$ cat config.mk
export PLATFORM = sky130hd
export DESIGN_NAME = flash_erase_seq
export DESIGN_NICKNAME = d
export VERILOG_FILES = /design/src/rtl/fes_pkg.sv /design/src/rtl/fes_timer.sv /design/src/rtl/fes_pulse_sched.sv /design/src/rtl/fes_addr_walk.sv /design/src/rtl/flash_erase_seq.sv
export SDC_FILE = /design/constraint.sdc
export NUM_CORES = 1
export LEC_CHECK = 0
export ABC_AREA = 1
export BUFFER_PORTS_ARGS = -buffer_cell sky130_fd_sc_hd__buf_2
export CAP_MARGIN = 10
export CORE_MARGIN = 2
export CORE_UTILIZATION = 36
export DETAILED_ROUTE_END_ITERATION = 10
export PLACE_DENSITY = 0.51
export SETUP_SLACK_MARGIN = 0.5
export SLEW_MARGIN = 0
export SYNTH_ARGS = -nofsm -noshare
export SYNTH_HDL_FRONTEND = slang
export SYNTH_SLANG_ARGS = --single-unit
$ cat constraint.sdc
create_clock -name clk -period 5.45 [get_ports clk]
set_input_delay 0.545 -clock clk [delete_from_list [all_inputs] [get_ports clk]]
set_output_delay 0.545 -clock clk [all_outputs]
set_load 0.01 [all_outputs]
$ cat src/rtl/fes_pkg.sv
package fes_pkg;

    typedef enum logic [3:0] {
        S_IDLE,
        S_PRE,
        S_WDT_ON,
        S_PULSE,
        S_WDT_OFF,
        S_VS1,
        S_VWR,
        S_VS2,
        S_VRD,
        S_VEXIT,
        S_FIN,
        S_FAIL
    } fes_state_e;

    localparam logic [7:0] PREWRITE_BYTE = 8'h00;
    localparam logic [7:0] ERASED_BYTE   = 8'hFF;

    // Next pulse length after a failed attempt: doubles while the
    // attempt number that follows is still inside the doubling window.
    function automatic longint unsigned fes_next_len(
        input longint unsigned cur_len,
        input longint unsigned next_attempt,
        input longint unsigned dbl_attempts
    );
        return (next_attempt <= dbl_attempts) ? (cur_len << 1) : cur_len;
    endfunction

endpackage

$ cat src/rtl/fes_timer.sv
module fes_timer #(
    parameter int W = 8
) (
    input  logic         clk,
    input  logic         rst,
    input  logic         load,
    input  logic [W-1:0] load_val,
    output logic         expired
);
    logic [W-1:0] cnt_q;

    always_ff @(posedge clk) begin
        if (rst)
            cnt_q <= '0;
        else if (load)
            cnt_q <= load_val;
        else if (cnt_q != '0)
            cnt_q <= cnt_q - 1'b1;
    end

    assign expired = (cnt_q == '0);
endmodule

$ cat src/rtl/fes_pulse_sched.sv
module fes_pulse_sched import fes_pkg::*; #(
    parameter int CYC_W        = 8,
    parameter int N_W          = 4,
    parameter int INIT_CYC     = 4,
    parameter int DBL_ATTEMPTS = 4,
    parameter int MAX_TRIES    = 8
) (
    input  logic             clk,
    input  logic             rst,
    input  logic             init,
    input  logic             bump,
    output logic [CYC_W-1:0] pulse_len,
    output logic             exhausted
);
    logic [N_W-1:0]   attempt_q;
    logic [CYC_W-1:0] len_q;

    always_ff @(posedge clk) begin
        if (rst) begin
            attempt_q <= '0;
            len_q     <= '0;
        end else if (init) begin
            attempt_q <= N_W'(1);
            len_q     <= CYC_W'(INIT_CYC);
        end else if (bump) begin
            attempt_q <= attempt_q + 1'b1;
            len_q     <= CYC_W'(fes_next_len(longint'(len_q),
                                             longint'(attempt_q) + 1,
                                             longint'(DBL_ATTEMPTS)));
        end
    end

    assign pulse_len = len_q;
    assign exhausted = (attempt_q >= N_W'(MAX_TRIES));
endmodule

$ cat src/rtl/fes_addr_walk.sv
module fes_addr_walk #(
    parameter int NUM_BLK   = 4,
    parameter int BLK_WORDS = 4,
    parameter int BLK_W     = 2,
    parameter int OFF_W     = 2
) (
    input  logic               clk,
    input  logic               rst,
    input  logic [NUM_BLK-1:0] mask,
    input  logic               restart,
    input  logic               step,
    output logic [BLK_W-1:0]   blk,
    output logic [OFF_W-1:0]   off,
    output logic               last_off,
    output logic               more
);
    logic [BLK_W-1:0] blk_q;
    logic [OFF_W-1:0] off_q;
    logic [BLK_W-1:0] first_idx;
    logic [BLK_W-1:0] next_idx;
    logic             next_hit;

    always_comb begin
        first_idx = '0;
        for (int i = NUM_BLK - 1; i >= 0; i--) begin
            if (mask[i]) first_idx = BLK_W'(i);
        end
    end

    always_comb begin
        next_idx = '0;
        next_hit = 1'b0;
        for (int i = NUM_BLK - 1; i >= 0; i--) begin
            if (mask[i] && (i > int'(blk_q))) begin
                next_idx = BLK_W'(i);
                next_hit = 1'b1;
            end
        end
    end

    assign last_off = (off_q == OFF_W'(BLK_WORDS - 1));

    always_ff @(posedge clk) begin
        if (rst) begin
            blk_q <= '0;
            off_q <= '0;
        end else if (restart) begin
            blk_q <= first_idx;
            off_q <= '0;
        end else if (step) begin
            if (last_off) begin
                blk_q <= next_idx;
                off_q <= '0;
            end else begin
                off_q <= off_q + 1'b1;
            end
        end
    end

    assign blk  = blk_q;
    assign off  = off_q;
    assign more = next_hit;
endmodule

$ cat src/rtl/flash_erase_seq.sv
module flash_erase_seq import fes_pkg::*; #(
    parameter int NUM_BLK        = 8,
    parameter int BLK_WORDS      = 1024,
    parameter int CLK_HZ         = 16_000_000,
    parameter int ERASE_INIT_CYC = (CLK_HZ / 1000) * 6,
    parameter int VS1_CYC        = (CLK_HZ * 4 + 999_999) / 1_000_000,
    parameter int VS2_CYC        = (CLK_HZ * 2 + 999_999) / 1_000_000,
    parameter int DBL_ATTEMPTS   = 4,
    parameter int MAX_TRIES      = 602,
    localparam int BLK_W  = (NUM_BLK > 1) ? $clog2(NUM_BLK) : 1,
    localparam int OFF_W  = (BLK_WORDS > 1) ? $clog2(BLK_WORDS) : 1,
    localparam int ADDR_W = BLK_W + OFF_W
) (
    input  logic               clk,
    input  logic               rst,
    input  logic               start,
    input  logic [NUM_BLK-1:0] blk_sel,
    output logic               busy,
    output logic               done,
    output logic               err,
    output logic [NUM_BLK-1:0] blk_remain,
    output logic               wdt_en,
    output logic               fl_erase,
    output logic               fl_verify,
    output logic [ADDR_W-1:0]  fl_addr,
    output logic [7:0]         fl_wdata,
    output logic               fl_we,
    input  logic [7:0]         fl_rdata
);
    localparam longint MAX_PULSE   = longint'(ERASE_INIT_CYC) << (DBL_ATTEMPTS - 1);
    localparam longint INIT_LIMIT  = (longint'(CLK_HZ) * 625) / 100_000;
    localparam longint PULSE_LIMIT = longint'(CLK_HZ) / 20;
    localparam longint VS1_MIN     = (longint'(CLK_HZ) * 4 + 999_999) / 1_000_000;
    localparam longint VS2_MIN     = (longint'(CLK_HZ) * 2 + 999_999) / 1_000_000;
    localparam longint WAIT_MAX    = (MAX_PULSE > VS1_CYC)
                                     ? ((MAX_PULSE > VS2_CYC) ? MAX_PULSE : longint'(VS2_CYC))
                                     : ((VS1_CYC > VS2_CYC) ? longint'(VS1_CYC) : longint'(VS2_CYC));
    localparam int TMR_W = $clog2(WAIT_MAX + 1);
    localparam int N_W   = $clog2(MAX_TRIES + 1);

    // Configuration limits: rejected at elaboration.
    if (ERASE_INIT_CYC < 1 || longint'(ERASE_INIT_CYC) > INIT_LIMIT) begin : g_bad_init
        $error("initial erase pulse outside 1 cycle .. 6.25 ms");
    end
    if (MAX_PULSE > PULSE_LIMIT) begin : g_bad_pulse
        $error("longest erase pulse exceeds 50 ms");
    end
    if (VS1_CYC < 1 || longint'(VS1_CYC) < VS1_MIN ||
        VS2_CYC < 1 || longint'(VS2_CYC) < VS2_MIN) begin : g_bad_settle
        $error("verify settle times below minimum");
    end
    if (NUM_BLK < 1 || NUM_BLK > 32 || DBL_ATTEMPTS < 1 || MAX_TRIES < 1) begin : g_bad_shape
        $error("unsupported block count or attempt limits");
    end

    fes_state_e         state_q, state_d;
    logic [NUM_BLK-1:0] remain_q;
    logic               vfail_q;

    logic               tmr_load;
    logic [TMR_W-1:0]   tmr_val;
    logic               tmr_done;
    logic               sch_init, sch_bump, exhausted;
    logic [TMR_W-1:0]   pulse_len;
    logic [NUM_BLK-1:0] walk_mask;
    logic               walk_restart, walk_step;
    logic [BLK_W-1:0]   ag_blk;
    logic [OFF_W-1:0]   ag_off;
    logic               last_off, more;
    logic               rd_ok, clr_blk;

    fes_timer #(.W(TMR_W)) u_timer (
        .clk(clk), .rst(rst), .load(tmr_load), .load_val(tmr_val), .expired(tmr_done)
    );

    fes_pulse_sched #(
        .CYC_W(TMR_W), .N_W(N_W), .INIT_CYC(ERASE_INIT_CYC),
        .DBL_ATTEMPTS(DBL_ATTEMPTS), .MAX_TRIES(MAX_TRIES)
    ) u_sched (
        .clk(clk), .rst(rst), .init(sch_init), .bump(sch_bump),
        .pulse_len(pulse_len), .exhausted(exhausted)
    );

    assign walk_mask = (state_q == S_IDLE) ? blk_sel : remain_q;

    fes_addr_walk #(
        .NUM_BLK(NUM_BLK), .BLK_WORDS(BLK_WORDS), .BLK_W(BLK_W), .OFF_W(OFF_W)
    ) u_walk (
        .clk(clk), .rst(rst), .mask(walk_mask), .restart(walk_restart), .step(walk_step),
        .blk(ag_blk), .off(ag_off), .last_off(last_off), .more(more)
    );

    assign rd_ok = (fl_rdata == ERASED_BYTE);

    always_comb begin
        state_d      = state_q;
        tmr_load     = 1'b0;
        tmr_val      = '0;
        sch_init     = 1'b0;
        sch_bump     = 1'b0;
        walk_restart = 1'b0;
        walk_step    = 1'b0;
        clr_blk      = 1'b0;
        unique case (state_q)
            S_IDLE: begin
                if (start) begin
                    if (|blk_sel) begin
                        walk_restart = 1'b1;
                        state_d      = S_PRE;
                    end else begin
                        state_d = S_FIN;
                    end
                end
            end
            S_PRE: begin
                if (last_off && !more) begin
                    sch_init = 1'b1;
                    state_d  = S_WDT_ON;
                end else begin
                    walk_step = 1'b1;
                end
            end
            S_WDT_ON: begin
                tmr_load = 1'b1;
                tmr_val  = pulse_len - 1'b1;
                state_d  = S_PULSE;
            end
            S_PULSE: begin
                if (tmr_done) state_d = S_WDT_OFF;
            end
            S_WDT_OFF: begin
                tmr_load     = 1'b1;
                tmr_val      = TMR_W'(VS1_CYC - 1);
                walk_restart = 1'b1;
                state_d      = S_VS1;
            end
            S_VS1: begin
                if (tmr_done) state_d = S_VWR;
            end
            S_VWR: begin
                tmr_load = 1'b1;
                tmr_val  = TMR_W'(VS2_CYC - 1);
                state_d  = S_VS2;
            end
            S_VS2: begin
                if (tmr_done) state_d = S_VRD;
            end
            S_VRD: begin
                if (!rd_ok) begin
                    state_d = S_VEXIT;
                end else if (last_off) begin
                    clr_blk = 1'b1;
                    state_d = S_VEXIT;
                end else begin
                    walk_step = 1'b1;
                    state_d   = S_VWR;
                end
            end
            S_VEXIT: begin
                if (vfail_q) begin
                    if (exhausted) begin
                        state_d = S_FAIL;
                    end else begin
                        sch_bump = 1'b1;
                        state_d  = S_WDT_ON;
                    end
                end else if (|remain_q) begin
                    tmr_load     = 1'b1;
                    tmr_val      = TMR_W'(VS1_CYC - 1);
                    walk_restart = 1'b1;
                    state_d      = S_VS1;
                end else begin
                    state_d = S_FIN;
                end
            end
            S_FIN:   state_d = S_IDLE;
            S_FAIL:  state_d = S_IDLE;
            default: state_d = S_IDLE;
        endcase
    end

    always_ff @(posedge clk) begin
        if (rst) begin
            state_q  <= S_IDLE;
            remain_q <= '0;
            vfail_q  <= 1'b0;
        end else begin
            state_q <= state_d;
            if (state_q == S_IDLE && start)
                remain_q <= blk_sel;
            else if (clr_blk)
                remain_q[ag_blk] <= 1'b0;
            if (state_q == S_VRD)
                vfail_q <= !rd_ok;
        end
    end

    assign busy       = (state_q != S_IDLE);
    assign done       = (state_q == S_FIN);
    assign err        = (state_q == S_FAIL);
    assign blk_remain = remain_q;
    assign wdt_en     = (state_q == S_WDT_ON) || (state_q == S_PULSE) || (state_q == S_WDT_OFF);
    assign fl_erase   = (state_q == S_PULSE);
    assign fl_verify  = (state_q == S_VS1) || (state_q == S_VWR) ||
                        (state_q == S_VS2) || (state_q == S_VRD);
    assign fl_we      = (state_q == S_PRE) || (state_q == S_VWR);
    assign fl_wdata   = (state_q == S_VWR) ? ERASED_BYTE : PREWRITE_BYTE;
    assign fl_addr    = {ag_blk, ag_off};
endmodule

==> results.toml <==
[status]
outcome = "finished, final reports clean"

[synth]
ys.warnings.count = 0
synth.net_count = 711
ys_types = 42
ys_ff_latch = 68
mappedNetlistArea_sq_um = 4440
synth_edf_count = 0
synth_flop_cell = "dfxtp_1"
synth-async-reset-ratio_pct = 0
yosysSeqAreaShare_pct = 30.7
avgSynthCellArea_sq_um = 6.46
synthCells = 687

[finish]
antenna_cells = 0
final_cell_mix = "nand2_1 (153), nor2_1 (105), inv_1 (73)"
fill_cells = 1313
nets = 755
drive_above_1_share_pct = 14.3
fin_cells = 882
layout_commonest_cell = "nand2_1"
postLayoutCoreUtil_pct = 42.1
area_delta_synth_final_pct = 14.1
multi_input_area_sq_um = 2650
layout.area.seq_sq_um = 1360

[detailed_routing]
vias = 4475
drt_wl_total_mm = 12.0
drc = 0
drt-pass1-iter-count = 4
wl_per_cell_um = 13.6
ant_nets = 0
initialDrtViolationCount = 173
via_per_inst = 5.07

[power_and_ir_drop]
ir_worst_vdd_uv = 216
power_frac_seq_pct = 27.5
clkPwrFrac_pct = 23.2
power.leakage_nw = 2.35
power_density_nw_per_um2 = 520
combPwrFrac_pct = 49.3
p_sw_share_pct = 45.3
switching_power_w = 0.00119
p_int_w = 0.00144

[critical_path]
critical_path.startpoint_type = "flip-flop"
path_class = "reg -> reg"
crit_chain = "inv_1 -> ha_1 -> nor3_1 -> nor2_1 -> o21ai_0 -> nand3_1 -> nor2_1 -> nand2_2 -> inv_1 -> nor2_1 -> nor2_1"
max_stage_delay_ns = 0.53
crit_path_max_fanout = 18
end_kind = "flip-flop"
r2r_slack_ns = 2.69
critPathArrivalTime_ns = 3.03
r2r-start = "u_sched.attempt_q[0]"
worstReg2RegEnd = "u_sched.pulse_len[19]"
worstPathRequired_ns = 5.72
crit_path_frequent_cell = "nor2_1"
slowest_stage = "nand3_1"
r2r_cells = 11
startpoint = "u_sched.attempt_q[0]"

[timing]
tns_ns = 0
max_slew_margin_pct = 47.7
worst_clock_skew_ns = 0.00774
drv_slew = 0
hold_viol_final = 0
timing.final.crit_share_pct = 50.6
rsz0062_at_grt = "no"
finalSetupViolCount = 0
finalCriticalPeriod_ns = 2.76
fmax_mhz = 363
tightest_slew_ns = 0.781
timing.hold.ws_ns = 0.483

[clock_tree]
numCtsBuffers = 9
clk_pin_slew_ns = 0.06
cts_root_buf = "clkbuf_16"
worstSkewPairLatency_ns = 0.33
postCtsResizedCells = 0
cts_tree = "yes"
clock_path_buffers = 2
cts_hold_buf = 0
cts.sinks = 68
post_cts_buffers = 0
htreeDepth = 3

[min_path]
hold_path_class = "reg -> reg"
whs_path_depth = 2
hold_path_startpoint = "u_sched.attempt_q[3]"
min_to = "u_sched.attempt_q[3]"

[floorplan]
die_y_um = 115
die-area_sq_um = 13200
rows = 40
coreArea_sq_um = 12000
die_w_um = 115
ioPinCount = 55
start_util_pct = 36.9

[global_routing]
grt_max_degree = 24
antenna_found_initial = 0
grt_pass1_wl_mm = 20.3
grtUsageTotal_pct = 19.0
gr-total-overflow = 0
grt_pass1_vias = 4248

[placed_design]
placed_cells = 867
hpwlAfterDp_mm = 9.01
port_buffers = 54
gp_congestion = 0.907

[job]
maxCapViolations = 0
-- cells in the mapped netlist (8+ instances only) --
library cell  instances  share of area (%)
nand2_1             153                 13
nor2_1              105                8.9
inv_1                73                6.2
dfxtp_1              68                 31
a21oi_1              52                5.9
nand3_1              52                5.9
o21ai_0              29                3.3
xor2_1               20                3.9
nor3_1               19                2.1
nand4_1              14                2.0
buf_4                 8                1.4
clkbuf_1              8               0.68
or2_2                 8                1.1
-- worst max-delay path: cells and delay by family (launching register included) --
family	cells	cell delay, ns
AO/OA/AOI/OAI	1	0.36
adder cells (fa/ha/maj)	1	0.19
buffers and inverters	2	0.30
flip-flops	1	0.39
AND/OR/NAND/NOR	7	1.44
-- layer usage --
metal	wire length (um)	vias to the layer above	share of wire [%]	track usage, %
met3	476	11	4.0	2.85
met5	0	-	0	0
met4	185	0	1.5	6.18
met1	5830	2043	49	26.1
li1	-	2318	-	-
met2	5490	103	46	30.8
-- state kept, by name, indices dropped and copies added, names as in the netlist --
signal             count
blk_remain             8
state_q                4
u_sched.attempt_q     10
u_sched.pulse_len     12
u_timer.cnt_q         20
u_walk.blk             3
u_walk.off            10
vfail_q                1
-- cells by family (layout without fill, tap and decap cells) --
group                      Yosys count  count (layout)  synth area share, %
DFF                                 68              68                 30.7
and+or+nand+nor                    383             383                 39.7
adders and majority gates            5               5                 1.41
buffers and inverters               99             147                 9.62
xor gates and xnor gates            27              27                 5.33
AOI/OAI and AO/OA                  105             105                 13.3
-- worst max-delay path by stage --
stage | endpoint | slack (ns) | cells after the start
detailed placement | u_sched.pulse_len[11] | 2.61 | 11
global route | u_sched.pulse_len[19] | 2.25 | 11
floorplan | u_timer.cnt_q[15] | 3.47 | 10
finish | u_sched.pulse_len[19] | 2.69 | 11
global placement | u_sched.pulse_len[11] | 2.67 | 11
CTS | u_sched.pulse_len[11] | 2.59 | 11
-- metrics by stage --
step | area [sq um] | setup slack (ns) | power (W)
finish | 5060 | 2.69 | 0.00263
detailed placement | 4760 | 2.61 | 0.00202
global placement | 4760 | 2.67 | 0.00202
CTS | 5060 | 2.59 | 0.00264
floorplan | 4440 | 3.47 | 0.00174
global route | 5060 | 2.25 | 0.00286
-- power by group through the flow --
stage	Sequential (W)	Clock, W	Combinational [W]
2_1_floorplan	0.000699	0	0.00104
3_3_place_gp	0.000732	0	0.00129
3_5_place_dp	0.000733	0	0.00129
4_1_cts	0.000724	0.000625	0.00129
5_1_grt	0.000742	0.000642	0.00148
6_report	0.000725	0.000611	0.00130
-- cell type report --
| class | count | share of cell area [%] |
|---|---|---|
| Inverter | 78 | 5.78 |
| Timing Repair Buffer | 54 | 5.34 |
| Clock buffer | 14 | 5.41 |
| Sequential cell | 68 | 26.9 |
| Multi-Input combinational cell | 520 | 52.3 |
| Clock inverter | 1 | 0.593 |
| Tap cell | 147 | 3.63 |
Note: power is estimated with default switching activity, not from simulation.
